**src/rtl/capu_pkg.sv**
```systemverilog
`timescale 1ns/1ps
package capu_pkg;
  typedef enum logic [2:0] {
    OP_SEAL    = 3'd0,
    OP_UNSEAL  = 3'd1,
    OP_SETADDR = 3'd2,
    OP_SETBND  = 3'd3,
    OP_ANDPERM = 3'd4
  } capu_op_e;

  localparam int PB_SEAL   = 4;
  localparam int PB_UNSEAL = 5;
endpackage

```
**src/rtl/capu_auth_chk.sv**
```systemverilog
`timescale 1ns/1ps
module capu_auth_chk #(
  parameter int ADDR_W  = 32,
  parameter int OTYPE_W = 3
) (
  input  logic               auth_tag,
  input  logic [ADDR_W-1:0]  auth_addr,
  input  logic [ADDR_W-1:0]  auth_base,
  input  logic [ADDR_W-1:0]  auth_top,
  input  logic               auth_may_seal,
  input  logic               auth_may_unseal,
  input  logic [OTYPE_W-1:0] auth_otype,
  input  logic [OTYPE_W-1:0] src_otype,
  output logic               seal_ok,
  output logic               unseal_ok
);
  localparam int PAD_W = ADDR_W - OTYPE_W;

  logic addr_in_bounds;
  logic addr_fits;
  logic auth_usable;
  logic src_sealed;
  logic [ADDR_W-1:0] src_type_wide;

  always_comb begin
    addr_in_bounds = (auth_addr >= auth_base) && (auth_addr < auth_top);
    addr_fits      = (auth_addr[ADDR_W-1:OTYPE_W] == {PAD_W{1'b0}});
    auth_usable    = auth_tag && (auth_otype == '0) && addr_in_bounds;
    src_sealed     = (src_otype != '0);
    src_type_wide  = {{PAD_W{1'b0}}, src_otype};

    seal_ok   = auth_usable && auth_may_seal && addr_fits &&
                (auth_addr != '0) && !src_sealed;
    unseal_ok = auth_usable && auth_may_unseal && src_sealed &&
                (auth_addr == src_type_wide);
  end
endmodule

```
**src/rtl/capu_field_mod.sv**
```systemverilog
`timescale 1ns/1ps
module capu_field_mod #(
  parameter int ADDR_W = 32,
  parameter int PERM_W = 8
) (
  input  logic [ADDR_W-1:0] src_base,
  input  logic [ADDR_W-1:0] src_top,
  input  logic [PERM_W-1:0] src_perm,
  input  logic [ADDR_W-1:0] new_lo,
  input  logic [ADDR_W-1:0] new_hi,
  input  logic [PERM_W-1:0] mask,
  output logic              bounds_ok,
  output logic [PERM_W-1:0] perm_new
);
  always_comb begin
    bounds_ok = (src_base <= new_lo) && (new_lo <= new_hi) && (new_hi <= src_top);
    perm_new  = src_perm & mask;
  end
endmodule

```
**src/rtl/cap_seal_unit.sv**
```systemverilog
`timescale 1ns/1ps
module cap_seal_unit #(
  parameter int ADDR_W  = 32,
  parameter int PERM_W  = 8,
  parameter int OTYPE_W = 3
) (
  input  logic               clk,
  input  logic               rst,
  input  logic               in_valid,
  input  logic [2:0]         in_op,
  input  logic               src_tag,
  input  logic [ADDR_W-1:0]  src_addr,
  input  logic [ADDR_W-1:0]  src_base,
  input  logic [ADDR_W-1:0]  src_top,
  input  logic [PERM_W-1:0]  src_perm,
  input  logic [OTYPE_W-1:0] src_otype,
  input  logic               auth_tag,
  input  logic [ADDR_W-1:0]  auth_addr,
  input  logic [ADDR_W-1:0]  auth_base,
  input  logic [ADDR_W-1:0]  auth_top,
  input  logic [PERM_W-1:0]  auth_perm,
  input  logic [OTYPE_W-1:0] auth_otype,
  input  logic [ADDR_W-1:0]  opd_a,
  input  logic [ADDR_W-1:0]  opd_b,
  input  logic [PERM_W-1:0]  perm_mask,
  output logic               out_valid,
  output logic               out_tag,
  output logic [ADDR_W-1:0]  out_addr,
  output logic [ADDR_W-1:0]  out_base,
  output logic [ADDR_W-1:0]  out_top,
  output logic [PERM_W-1:0]  out_perm,
  output logic [OTYPE_W-1:0] out_otype
);
  import capu_pkg::*;

  logic seal_ok, unseal_ok, bounds_ok;
  logic [PERM_W-1:0] masked_perm;
  logic unused_perm_bits;
  assign unused_perm_bits = ^auth_perm;

  capu_auth_chk #(.ADDR_W(ADDR_W), .OTYPE_W(OTYPE_W)) u_auth (
    .auth_tag       (auth_tag),
    .auth_addr      (auth_addr),
    .auth_base      (auth_base),
    .auth_top       (auth_top),
    .auth_may_seal  (auth_perm[PB_SEAL]),
    .auth_may_unseal(auth_perm[PB_UNSEAL]),
    .auth_otype     (auth_otype),
    .src_otype      (src_otype),
    .seal_ok        (seal_ok),
    .unseal_ok      (unseal_ok)
  );

  capu_field_mod #(.ADDR_W(ADDR_W), .PERM_W(PERM_W)) u_mod (
    .src_base (src_base),
    .src_top  (src_top),
    .src_perm (src_perm),
    .new_lo   (opd_a),
    .new_hi   (opd_b),
    .mask     (perm_mask),
    .bounds_ok(bounds_ok),
    .perm_new (masked_perm)
  );

  logic               nx_tag;
  logic [ADDR_W-1:0]  nx_addr, nx_base, nx_top;
  logic [PERM_W-1:0]  nx_perm;
  logic [OTYPE_W-1:0] nx_otype;
  logic               src_sealed;

  always_comb begin
    src_sealed = (src_otype != '0);
    nx_tag   = 1'b0;
    nx_addr  = src_addr;
    nx_base  = src_base;
    nx_top   = src_top;
    nx_perm  = src_perm;
    nx_otype = src_otype;
    case (in_op)
      OP_SEAL: begin
        nx_tag   = src_tag && seal_ok;
        nx_otype = auth_addr[OTYPE_W-1:0];
      end
      OP_UNSEAL: begin
        nx_tag   = src_tag && unseal_ok;
        nx_otype = '0;
      end
      OP_SETADDR: begin
        nx_tag  = src_tag && !src_sealed;
        nx_addr = opd_a;
      end
      OP_SETBND: begin
        nx_tag  = src_tag && !src_sealed && bounds_ok;
        nx_base = opd_a;
        nx_top  = opd_b;
      end
      OP_ANDPERM: begin
        nx_tag  = src_tag && !src_sealed;
        nx_perm = masked_perm;
      end
      default: nx_tag = 1'b0;
    endcase
  end

  always_ff @(posedge clk) begin
    if (rst) begin
      out_valid <= 1'b0;
      out_tag   <= 1'b0;
    end else begin
      out_valid <= in_valid;
      if (in_valid) begin
        out_tag   <= nx_tag;
        out_addr  <= nx_addr;
        out_base  <= nx_base;
        out_top   <= nx_top;
        out_perm  <= nx_perm;
        out_otype <= nx_otype;
      end
    end
  end

  // one-cycle strobe
  a_r2_valid_follows: assert property (@(posedge clk) disable iff (rst)
    in_valid |=> out_valid);
  a_r2_idle_follows: assert property (@(posedge clk) disable iff (rst)
    !in_valid |=> !out_valid);
  // an untagged source never yields a tagged result
  a_r11_untagged_src: assert property (@(posedge clk) disable iff (rst)
    (in_valid && !src_tag) |=> !out_tag);
  // a sealed source cannot be modified
  a_r7_sealed_opaque: assert property (@(posedge clk) disable iff (rst)
    (in_valid && src_otype != '0 &&
     (in_op == OP_SETADDR || in_op == OP_SETBND || in_op == OP_ANDPERM)) |=> !out_tag);
  // masking permissions never adds a bit
  a_r10_perm_subset: assert property (@(posedge clk) disable iff (rst)
    (in_valid && in_op == OP_ANDPERM) |=> ((out_perm & ~$past(src_perm)) == '0));
  // a tagged seal result carries the authoriser's address as its type
  a_r3_seal_type: assert property (@(posedge clk) disable iff (rst)
    (in_valid && in_op == OP_SEAL) |=>
      (!out_tag || (out_otype != '0 && out_otype == $past(auth_addr[OTYPE_W-1:0]))));
  // a tagged unseal result is unsealed
  a_r5_unseal_clear: assert property (@(posedge clk) disable iff (rst)
    (in_valid && in_op == OP_UNSEAL) |=> (!out_tag || out_otype == '0));
endmodule

```
**config.mk**
```make
export PLATFORM = sky130hd
export DESIGN_NAME = cap_seal_unit
export DESIGN_NICKNAME = d
export VERILOG_FILES = /design/src/rtl/capu_pkg.sv /design/src/rtl/capu_auth_chk.sv /design/src/rtl/capu_field_mod.sv /design/src/rtl/cap_seal_unit.sv
export SDC_FILE = /design/constraint.sdc
export NUM_CORES = 1
export LEC_CHECK = 0
export BUFFER_PORTS_ARGS = -buffer_cell sky130_fd_sc_hd__buf_2
export CORE_ASPECT_RATIO = 0.5
export CORE_MARGIN = 5
export CORE_UTILIZATION = 29
export CTS_CLUSTER_DIAMETER = 40
export DETAILED_ROUTE_END_ITERATION = 7
export GPL_ROUTABILITY_DRIVEN = 0
export PLACE_DENSITY_LB_ADDON = 0.15
export RECOVER_POWER = 50
export SYNTH_ARGS = -nofsm -noshare
export SYNTH_HDL_FRONTEND = slang
export SYNTH_SLANG_ARGS = --single-unit
```
**constraint.sdc**
```tcl
create_clock -name clk -period 6.9 [get_ports clk]
set_clock_uncertainty 0.2 [all_clocks]
set_input_delay 0 -clock clk [delete_from_list [all_inputs] [get_ports clk]]
set_output_delay 0 -clock clk [all_outputs]
set_load 0.02 [all_outputs]
```
==> results.sh, run 1 <==
export IMPL_drc=0
export IMPL_cp_required_ns=7.00
export IMPL_hold_path_class="input pin to flip-flop"
export IMPL_wl_per_cell_um=16.6
export IMPL_fill_cells=2907
export IMPL_setup_viol=0
export IMPL_synth_xor_area_share_pct=0.203
export IMPL_cts_setup_buffers=0
export IMPL_grt_pass1_vias=9374
export IMPL_wl_met3_um=1370
export IMPL_synth_seq_cells=109
export IMPL_cap_violations=2
export IMPL_synthAdderAreaFrac_pct=23.0
export IMPL_timing_final_crit_share_pct=62.2
export IMPL_holdWs_ns=0.263
export IMPL_grt_use_total_pct=18.2
export IMPL_critPathArrivalTime_ns=4.39
export IMPL_yosys_area_top_type="edfxtp_1"
export IMPL_async_flop_share_pct=0
export IMPL_grt_pass1_wl_um=48500
export IMPL_drive_gt1_share_pct=21.5
export IMPL_fin_nets=1976
export IMPL_synthTopCellsByCount="inv_1, ha_1, edfxtp_1"
export IMPL_place_hpwl_um=25600
export IMPL_tightest_slew_ns=2.52
export IMPL_area_growth_pct=55.1
export IMPL_clockBufferDepth=2
export IMPL_synth_most_common_cell="inv_1"
export IMPL_fmax_ghz=0.233
export IMPL_post_route_min_period_ns=4.29
export IMPL_yosys_area_share_simple_pct=12.3
export IMPL_die_w_um=254
export IMPL_synth_compound_area_share_pct=14.7
export IMPL_critPathLaunchType="input pin"
export IMPL_ys_flop_type="edfxtp_1"
export IMPL_vdd_drop_max_v=0.000121
export IMPL_via_count=8911
export IMPL_yosysSeqAreaShare_pct=37.6
export IMPL_initial_utilization_pct=29.6
export IMPL_die_area_sq_mm=0.0336
export IMPL_cts_htree_levels=3
export IMPL_grt_overflow=0
export IMPL_grt_max_degree=73
export IMPL_clock_sinks=109
export IMPL_synth_area_leaders="edfxtp_1, ha_1, inv_1"
export IMPL_rrSetupSlack_ns=5.00
export IMPL_ys_warn_count=0
export IMPL_holdPathEnd="out_perm[6]$_DFFE_PP_"
export IMPL_drtIter0Drc=273
export IMPL_synth_nets=1364
export IMPL_drv_slew=103
export IMPL_synth_area_per_cell_sq_um=9.49
export IMPL_synth_cell_type_count=59
export IMPL_power_density_mw_per_mm2=145
export IMPL_status="finished, violations left"
export IMPL_cts_root_buf="clkbuf_16"
export IMPL_synth_area_sq_mm=0.00865
export IMPL_die_h_um=132
export IMPL_synth_edf_count=107
export IMPL_port_buffers=396
export IMPL_ant_nets=0
export IMPL_insertion_delay_ns=0.35
export IMPL_synthMuxAreaShare_pct=4.17
export IMPL_end_kind="flip-flop"
export IMPL_topRoutingLayerUsed="met5"
export IMPL_min_delay_start="perm_mask[6]"
export IMPL_rsz0062_at_grt="no"
export IMPL_violations="capacitance limit, slew limit"
export IMPL_reg2reg_depth=4
export IMPL_tns_ns=0
export IMPL_finalHoldViolCount=0
export IMPL_worstSetupPathType="input pin to flip-flop"
export IMPL_r2r_end="out_tag$_SDFFE_PP0P_"
export IMPL_path_max_fanout=42
export IMPL_maxSlewHeadroom_pct=-68.0
export IMPL_cts_buffers=9
export IMPL_r2r_start="out_tag$_SDFFE_PP0P_"
export IMPL_ioPinCount=403
export IMPL_wl_met1_um=12900
export IMPL_p_leak_nw=6.41
export IMPL_drt_first_pass_iters=4
export IMPL_wl_met2_um=16800
export IMPL_clk_pin_slew_ns=0.07
export IMPL_routed_wl_um=32000
export IMPL_syn_inst=911
export IMPL_synth_top_family_by_area="adder cells"
export IMPL_antenna_found_initial=5
export IMPL_via_per_inst=4.64
export IMPL_core_area_sq_mm=0.0292
export IMPL_cts_tree="done"
export IMPL_synth_top_area_share_pct=37.2
export IMPL_min_delay_path_depth=3
export IMPL_rows=44
[routing by layer]
metal  vias up  global-route usage (%)
met5         -                       0
met4         2                    5.87
met3        49                    2.86
met2       224                    34.8
met1      4140                    20.6
li1       4496                       -
[stage by stage]
| stage | cell area (sq um) | total power [W] | setup WS (ns) | cells | util, % |
|---|---|---|---|---|---|
| 2_1_floorplan | 8650 | 0.00110 | 2.34 | 911 | - |
| 3_3_place_gp | 11100 | 0.00131 | 4.37 | 1684 | 38.0 |
| 3_5_place_dp | 11100 | 0.00133 | 4.35 | 1684 | 38.0 |
| 4_1_cts | 13600 | 0.00198 | 3.84 | 1917 | 46.5 |
| 5_1_grt | 13400 | 0.00206 | 2.18 | 1921 | 46.0 |
| 6_report | 13400 | 0.00194 | 2.61 | 1921 | 46.0 |
[cell families after synthesis]
| logic type | count (synthesis) |
|---|---|
| AND/OR/NAND/NOR | 216 |
| AO/OA/AOI/OAI | 210 |
| buffers and inverters | 183 |
| adder cells (fa/ha/maj) | 159 |
| flip-flops | 109 |
| multiplexers | 32 |
| XOR/XNOR | 2 |
[power by group]
part | leakage [nW] | internal [W] | switching (W)
Sequential | 1.01 | 0.000784 | 0.0000133
Clock | 0.139 | 0.000279 | 0.000251
Combinational | 5.25 | 0.000292 | 0.000326
[critical path: stages]
cell and delay [ns]:
dlygate4sd3_1 0.52, clkbuf_1 0.13, nor2b_1 0.26, clkbuf_1 1.81, nand3_1 0.27, a41oi_1 0.28
nand4_1 0.12, nor4_1 0.19, o311ai_1 0.16, nand3_1 0.10, dlygate4sd3_1 0.54
[worst max-delay path by stage]
| stage | start | to | slack [ns] | cells past startpoint |
|---|---|---|---|---|
| after floorplan | in_valid | out_tag$_SDFFE_PP0P_ | 2.34 | 7 |
| after global placement | opd_b[30] | out_tag$_SDFFE_PP0P_ | 4.37 | 10 |
| after detailed placement | opd_b[30] | out_tag$_SDFFE_PP0P_ | 4.35 | 10 |
| after CTS | src_top[14] | out_tag$_SDFFE_PP0P_ | 3.84 | 12 |
| after global routing | in_valid | out_tag$_SDFFE_PP0P_ | 2.18 | 11 |
| final | in_valid | out_tag$_SDFFE_PP0P_ | 2.61 | 11 |
[cell usage in the layout, fill, tap and decap left out, types with 3 or more instances in the layout]
cell type        n
nor2_1          22
dlygate4sd3_1  219
clkbuf_16        9
inv_1          164
a31oi_1          3
a2bb2oi_1        3
o21ai_1          5
nand4_1         27
buf_2          282
buf_4            3
nand2b_1         4
nor3_1           6
nand2_1        105
a2111oi_0        4
and4_1           3
diode_2          4
o31ai_1          3
o21a_1          14
mux2_2          19
o21ai_0         83
a221oi_1         3
clkbuf_1       117
nor4_1          14
a21oi_1         55
nor2b_1          6
mux2_1          13
ha_1           159
nand3_1         14
a211o_1          3
a21o_1           8
a211oi_1         5
edfxtp_1       107
[layout make-up]
cell class	count	area [sq um]	share of cell area (%)
tap	391	489	3.65
clock inverter	4	48.8	0.364
sequential	109	3250	24.2
clock buffer	10	229	1.71
inverter	164	616	4.59
timing repair buffer	620	4060	30.3
multi-input combinational	619	4710	35.1
antenna	4	10.0	0.0746
[state kept, by name (all words and copies together), names as in the netlist]
signal	flops
out_otype	3
out_valid	1
out_tag	1
out_addr	32
out_base	32
out_top	32
out_perm	8
[what timing repair did]
item                                   4_1_cts  5_1_grt
endpoints found under the hold margin      109        0
hold buffers                               219        0
resized for setup                            0        0
Note: power is estimated with default switching activity, not from simulation.
==> run 2, diff against run 1 <==
==> constraint.sdc (replaced) <==
create_clock -name clk -period 3.45 [get_ports clk]
set_clock_uncertainty 0.2 [all_clocks]
set_input_delay 0 -clock clk [delete_from_list [all_inputs] [get_ports clk]]
set_output_delay 0 -clock clk [all_outputs]
set_load 0.02 [all_outputs]
==> run 2 against run 1 <==
  * The run still ends with capacitance limit, slew limit left
  * Die area is the same
  * Largest power group unchanged
  * Critical path depth unchanged
  * Count of clock-buffer cells in the layout is the same
  * Worst hold slack got worse by 0.0044 ns
  * Sequential share of layout area about the same
  * Via count shrank 0.24%
  * Core utilization up 0.077 points
  * Final area is 0.17% higher
==> results.sh, run 2 (synthesis gave the netlist of run 1 again) <==
export IMPL_status="finished, violations left"
export IMPL_violations="capacitance limit, slew limit"
export IMPL_maxSlewHeadroom_pct=-13.2
export IMPL_fill_cells=2908
export IMPL_port_buffers=396
export IMPL_min_delay_start="perm_mask[7]"
export IMPL_final_cell_mix="buf_2, dlygate4sd3_1, inv_1"
export IMPL_place_hpwl_um=25200
export IMPL_rrSetupSlack_ns=1.55
export IMPL_timing_final_crit_share_pct=91.7
export IMPL_hold_path_class="input pin to flip-flop"
export IMPL_cts_htree_levels=3
export IMPL_die_w_um=254
export IMPL_drtIter0Drc=317
export IMPL_via_count=8890
export IMPL_r2r_end="out_tag$_SDFFE_PP0P_"
export IMPL_tightest_slew_ns=1.70
export IMPL_grt_pass1_vias=9380
export IMPL_cp_common_cell="dlygate4sd3_1"
export IMPL_path_max_fanout=3
export IMPL_die_area_sq_mm=0.0336
export IMPL_fmax_ghz=0.316
export IMPL_power_density_mw_per_mm2=295
export IMPL_ioPinCount=403
export IMPL_critPathArrivalTime_ns=3.22
export IMPL_antenna_found_initial=5
export IMPL_drc=0
export IMPL_cp_endpoint="out_tag$_SDFFE_PP0P_"
export IMPL_r2r_start="out_tag$_SDFFE_PP0P_"
export IMPL_clockBufferDepth=2
export IMPL_insertion_delay_ns=0.36
export IMPL_worstSetupPathType="input pin to flip-flop"
export IMPL_drive_gt1_share_pct=21.6
export IMPL_core_area_sq_mm=0.0292
export IMPL_area_growth_pct=55.4
export IMPL_reg_largest_list="out_addr x32, out_base x32, out_top x32"
export IMPL_ant_nets=0
export IMPL_layout_commonest_cell="buf_2"
export IMPL_cts_buffers=9
export IMPL_grt_overflow=0
export IMPL_vdd_drop_max_v=0.000243
export IMPL_routed_wl_um=31500
export IMPL_crit_path_max_incr_delay_ns=0.57
export IMPL_post_route_min_period_ns=3.16
export IMPL_wl_per_cell_um=16.4
export IMPL_path_delay_family="buffers and inverters"
export IMPL_p_leak_nw=6.42
export IMPL_tns_ns=0
export IMPL_fin_util_pct=46.1
export IMPL_rsz0062_at_grt="no"
export IMPL_slowest_stage="dlygate4sd3_1"
export IMPL_startpoint="src_base[14]"
export IMPL_drt_first_pass_iters=6
export IMPL_clock_sinks=109
export IMPL_reg2reg_depth=4
export IMPL_rows=44
export IMPL_finalHoldViolCount=0
export IMPL_drv_slew=108
export IMPL_initial_utilization_pct=29.6
export IMPL_end_kind="flip-flop"
export IMPL_cts_root_buf="clkbuf_16"
export IMPL_die_h_um=132
export IMPL_setup_viol=0
export IMPL_cp_depth=11
export IMPL_fin_nets=1975
export IMPL_path_cells="dlygate4sd3_1 -> buf_2 -> ha_1 -> nand4_1 -> nor4_1 -> o21ai_0 -> a31oi_1 -> a2bb2oi_1 -> a211o_1 -> nand3_1 -> dlygate4sd3_1"
export IMPL_grt_use_total_pct=18.1
export IMPL_grt_pass1_wl_um=48400
export IMPL_critPathLaunchType="input pin"
export IMPL_clk_pin_slew_ns=0.07
export IMPL_cp_required_ns=3.50
export IMPL_via_per_inst=4.63
export IMPL_cts_tree="done"
export IMPL_cap_violations=1
export IMPL_cp_num_buf_inv=3
export IMPL_cts_setup_buffers=0
export IMPL_grt_max_degree=108
run 2: cell type report:
cell class,instances,area [sq um],area share [%]
Clock inverter,4,73.8,0.549
Multi-Input combinational cell,619,4710,35.0
Inverter,164,616,4.58
Tap cell,391,489,3.64
Antenna cell,3,7.51,0.0559
Timing Repair Buffer,619,4060,30.2
Clock buffer,10,229,1.70
Sequential cell,109,3250,24.2
run 2: worst min-delay path by stage:
stage / endpoint / slack, ns / depth (start not counted)
after floorplan: out_valid$_SDFF_PP0_ / -0.13 / 1
after global placement: out_valid$_SDFF_PP0_ / 0.04 / 2
after detailed placement: out_valid$_SDFF_PP0_ / 0.04 / 2
after CTS: out_perm[6]$_DFFE_PP_ / 0.24 / 3
after global routing: out_perm[1]$_DFFE_PP_ / 0.26 / 3
final: out_perm[7]$_DFFE_PP_ / 0.26 / 3
run 2: tightest hold or removal path, cell delays in order:
cell and delay, ns:
buf_2 0.07, o21a_1 0.11, dlygate4sd3_1 0.53
run 2: per-stage QoR:
step,hold WS [ns],area [sq um],setup WS [ns],std cells,power (W)
after floorplan,-0.128,8660,0.217,911,0.00219
after global placement,0.0359,11100,0.825,1683,0.00263
after detailed placement,0.0415,11100,0.905,1683,0.00265
after CTS,0.239,13600,0.299,1916,0.00402
after global routing,0.264,13400,0.0383,1919,0.00420
final,0.258,13400,0.285,1919,0.00396
run 2: metal layers:
layer | global-route usage [%] | vias up | part of all wire (%)
met5 | 0 | - | 0.060
met4 | 5.72 | 4 | 2.8
met3 | 2.70 | 52 | 3.9
met2 | 34.7 | 207 | 52
met1 | 20.6 | 4142 | 41
li1 | - | 4485 | -
run 2: what timing repair did:
item                                   4_1_cts  5_1_grt
endpoints found under the hold margin      109        0
hold buffers                               219        0
gates resized for setup                      0        0
run 2: where the power goes:
group | internal (W) | switching, W
registers | 0.00157 | 0.0000259
clock network | 0.000631 | 0.000504
logic | 0.000582 | 0.000649
total | 0.00278 | 0.00118
==> run 3, diff against run 2 <==
==> constraint.sdc (replaced) <==
create_clock -name clk -period 2.87 [get_ports clk]
set_clock_uncertainty 0.2 [all_clocks]
set_input_delay 0 -clock clk [delete_from_list [all_inputs] [get_ports clk]]
set_output_delay 0 -clock clk [all_outputs]
set_load 0.02 [all_outputs]
==> run 3 against run 2 <==
  * The flow still finishes with violations (capacitance limit, slew limit)
  * Count of clock-buffer cells in the layout is 1 lower
  * Via count up 1.4%
  * Clock power grew 6%
  * Global-route usage about the same
  * Sequential cell count did not move
  * Routed wire length increased by 1.5%
  * Largest cell class unchanged
  * Non-clock buffer count is 10 higher
  * First-iteration DRC count fell by 8.8%
  * Total power up 17%
  * Worst setup slack worse by 0.030 ns
  * Sequential power increased by 21%
==> results.sh, run 3 (synthesis gave the netlist of run 1 again) <==
export IMPL_finalHoldViolCount=0
export IMPL_grt_overflow=0
export IMPL_status="finished, violations left"
export IMPL_hold_path_class="input pin to flip-flop"
export IMPL_wl_per_cell_um=16.5
export IMPL_drtIter0Drc=289
export IMPL_die_w_um=254
export IMPL_power_density_mw_per_mm2=341
export IMPL_place_hpwl_um=25800
export IMPL_die_h_um=132
export IMPL_cp_num_buf_inv=4
export IMPL_drt_first_pass_iters=5
export IMPL_critPathArrivalTime_ns=2.52
export IMPL_clockBufferDepth=2
export IMPL_cap_violations=1
export IMPL_end_kind="flip-flop"
export IMPL_routed_wl_um=31900
export IMPL_setup_viol=0
export IMPL_grt_pass1_vias=9525
export IMPL_grt_pass1_wl_um=48500
export IMPL_fin_nets=1985
export IMPL_path_delay_family="buffers and inverters"
export IMPL_drive_gt1_share_pct=22.1
export IMPL_path_cells="dlygate4sd3_1 -> clkbuf_1 -> nand3b_1 -> buf_4 -> o21ai_0 -> dlygate4sd3_1"
export IMPL_holdWs_ns=0.0334
export IMPL_cp_required_ns=2.78
export IMPL_grt_max_degree=66
export IMPL_clock_sinks=109
export IMPL_die_area_sq_mm=0.0336
export IMPL_p_leak_nw=6.46
export IMPL_worstSetupPathType="input pin to flip-flop"
export IMPL_cts_htree_levels=3
export IMPL_drv_slew=66
export IMPL_antenna_found_initial=10
export IMPL_initial_utilization_pct=29.6
export IMPL_via_count=9016
export IMPL_clk_pin_slew_ns=0.08
export IMPL_timing_final_crit_share_pct=91.1
export IMPL_drc=0
export IMPL_cts_buffers=9
export IMPL_tns_ns=0
export IMPL_vdd_drop_max_v=0.000267
export IMPL_ant_nets=0
export IMPL_core_area_sq_mm=0.0292
export IMPL_reg_largest_list="out_addr x32, out_base x32, out_top x32"
export IMPL_grt_use_total_pct=18.1
export IMPL_rsz0062_at_grt="no"
export IMPL_violations="capacitance limit, slew limit"
export IMPL_cp_common_cell="dlygate4sd3_1"
export IMPL_fmax_ghz=0.383
export IMPL_crit_path_max_incr_delay_ns=0.60
export IMPL_via_per_inst=4.65
export IMPL_critPathLaunchType="input pin"
export IMPL_final_cell_mix="buf_2, dlygate4sd3_1, inv_1"
export IMPL_maxSlewHeadroom_pct=-17.6
export IMPL_area_growth_pct=56.3
export IMPL_cts_root_buf="clkbuf_16"
export IMPL_tightest_slew_ns=1.76
export IMPL_insertion_delay_ns=0.36
export IMPL_ioPinCount=403
export IMPL_port_buffers=396
export IMPL_rows=44
export IMPL_cts_tree="done"
export IMPL_post_route_min_period_ns=2.61
export IMPL_slowest_stage="dlygate4sd3_1"
export IMPL_layout_commonest_cell="buf_2"
export IMPL_path_max_fanout=64
==> run 3: cell types whose count changed in the layout (fill, tap and decap cells not counted), moves of 3 or more <==
cell           delta
buf_2             +3
clkbuf_1          -4
clkinv_2          +4
diode_2           +7
dlygate4sd3_1     +7
==> run 3: path summary, 6_finish.rpt <==
kind	endpoint	slack, ns	from	cells past startpoint
min reg2reg	out_tag$_SDFFE_PP0P_	0.31	out_tag$_SDFFE_PP0P_	2
max reg2reg	out_tag$_SDFFE_PP0P_	2.02	out_tag$_SDFFE_PP0P_	2
max	out_base[17]$_DFFE_PP_	0.26	in_op[2]	6
min	out_tag$_SDFFE_PP0P_	0.03	src_tag	5
==> run 3: cell type report <==
type                       count  area [sq um]
tap                          391           489
multi-input combinational    619          4720
timing repair buffer         629          4150
clock buffer                   9           225
antenna                       10          25.0
inverter                     164           616
clock inverter                 7          41.3
fill                        2918         15700
sequential                   109          3250
==> run 3: tightest hold or removal path: cells and delay by family <==
kind                   cells  cell delay, ns
and+or+nand+nor            3            0.32
buffers and inverters      1            0.11
AOI/OAI and AO/OA          1            0.12
==> run 3: where the power goes <==
group | total, W | switching [W] | internal (W)
combinational | 0.00149 | 0.000783 | 0.000710
clock | 0.00121 | 0.000621 | 0.000586
sequential | 0.00192 | 0.0000304 | 0.00189
total | 0.00462 | 0.00143 | 0.00318
==> run 3: metal layers <==
metal	track usage, %	routed length, um	vias up
met2	33.5	16500	238
met3	2.96	1320	64
met1	20.4	13000	4192
met5	0	0	-
li1	-	-	4522
met4	8.19	1140	0
==> run 3: timing repair <==
item	in CTS	in global routing
endpoints found under the hold margin	112	0
resized for setup	0	0
endpoints found under the setup margin	0	0
setup buffers	0	0
hold buffers	226	0
==> run 3: stage by stage <==
step | cells | utilization [%] | total power [W] | cell area, sq um | setup slack [ns]
after floorplan | 911 | - | 0.00263 | 8660 | -0.171
final | 1938 | 46.3 | 0.00462 | 13500 | 0.256
after global placement | 1686 | 38.1 | 0.00316 | 11100 | 0.532
after detailed placement | 1686 | 38.1 | 0.00319 | 11100 | 0.438
after CTS | 1928 | 46.7 | 0.00471 | 13600 | 0.362
after global routing | 1938 | 46.3 | 0.00491 | 13500 | 0.0598
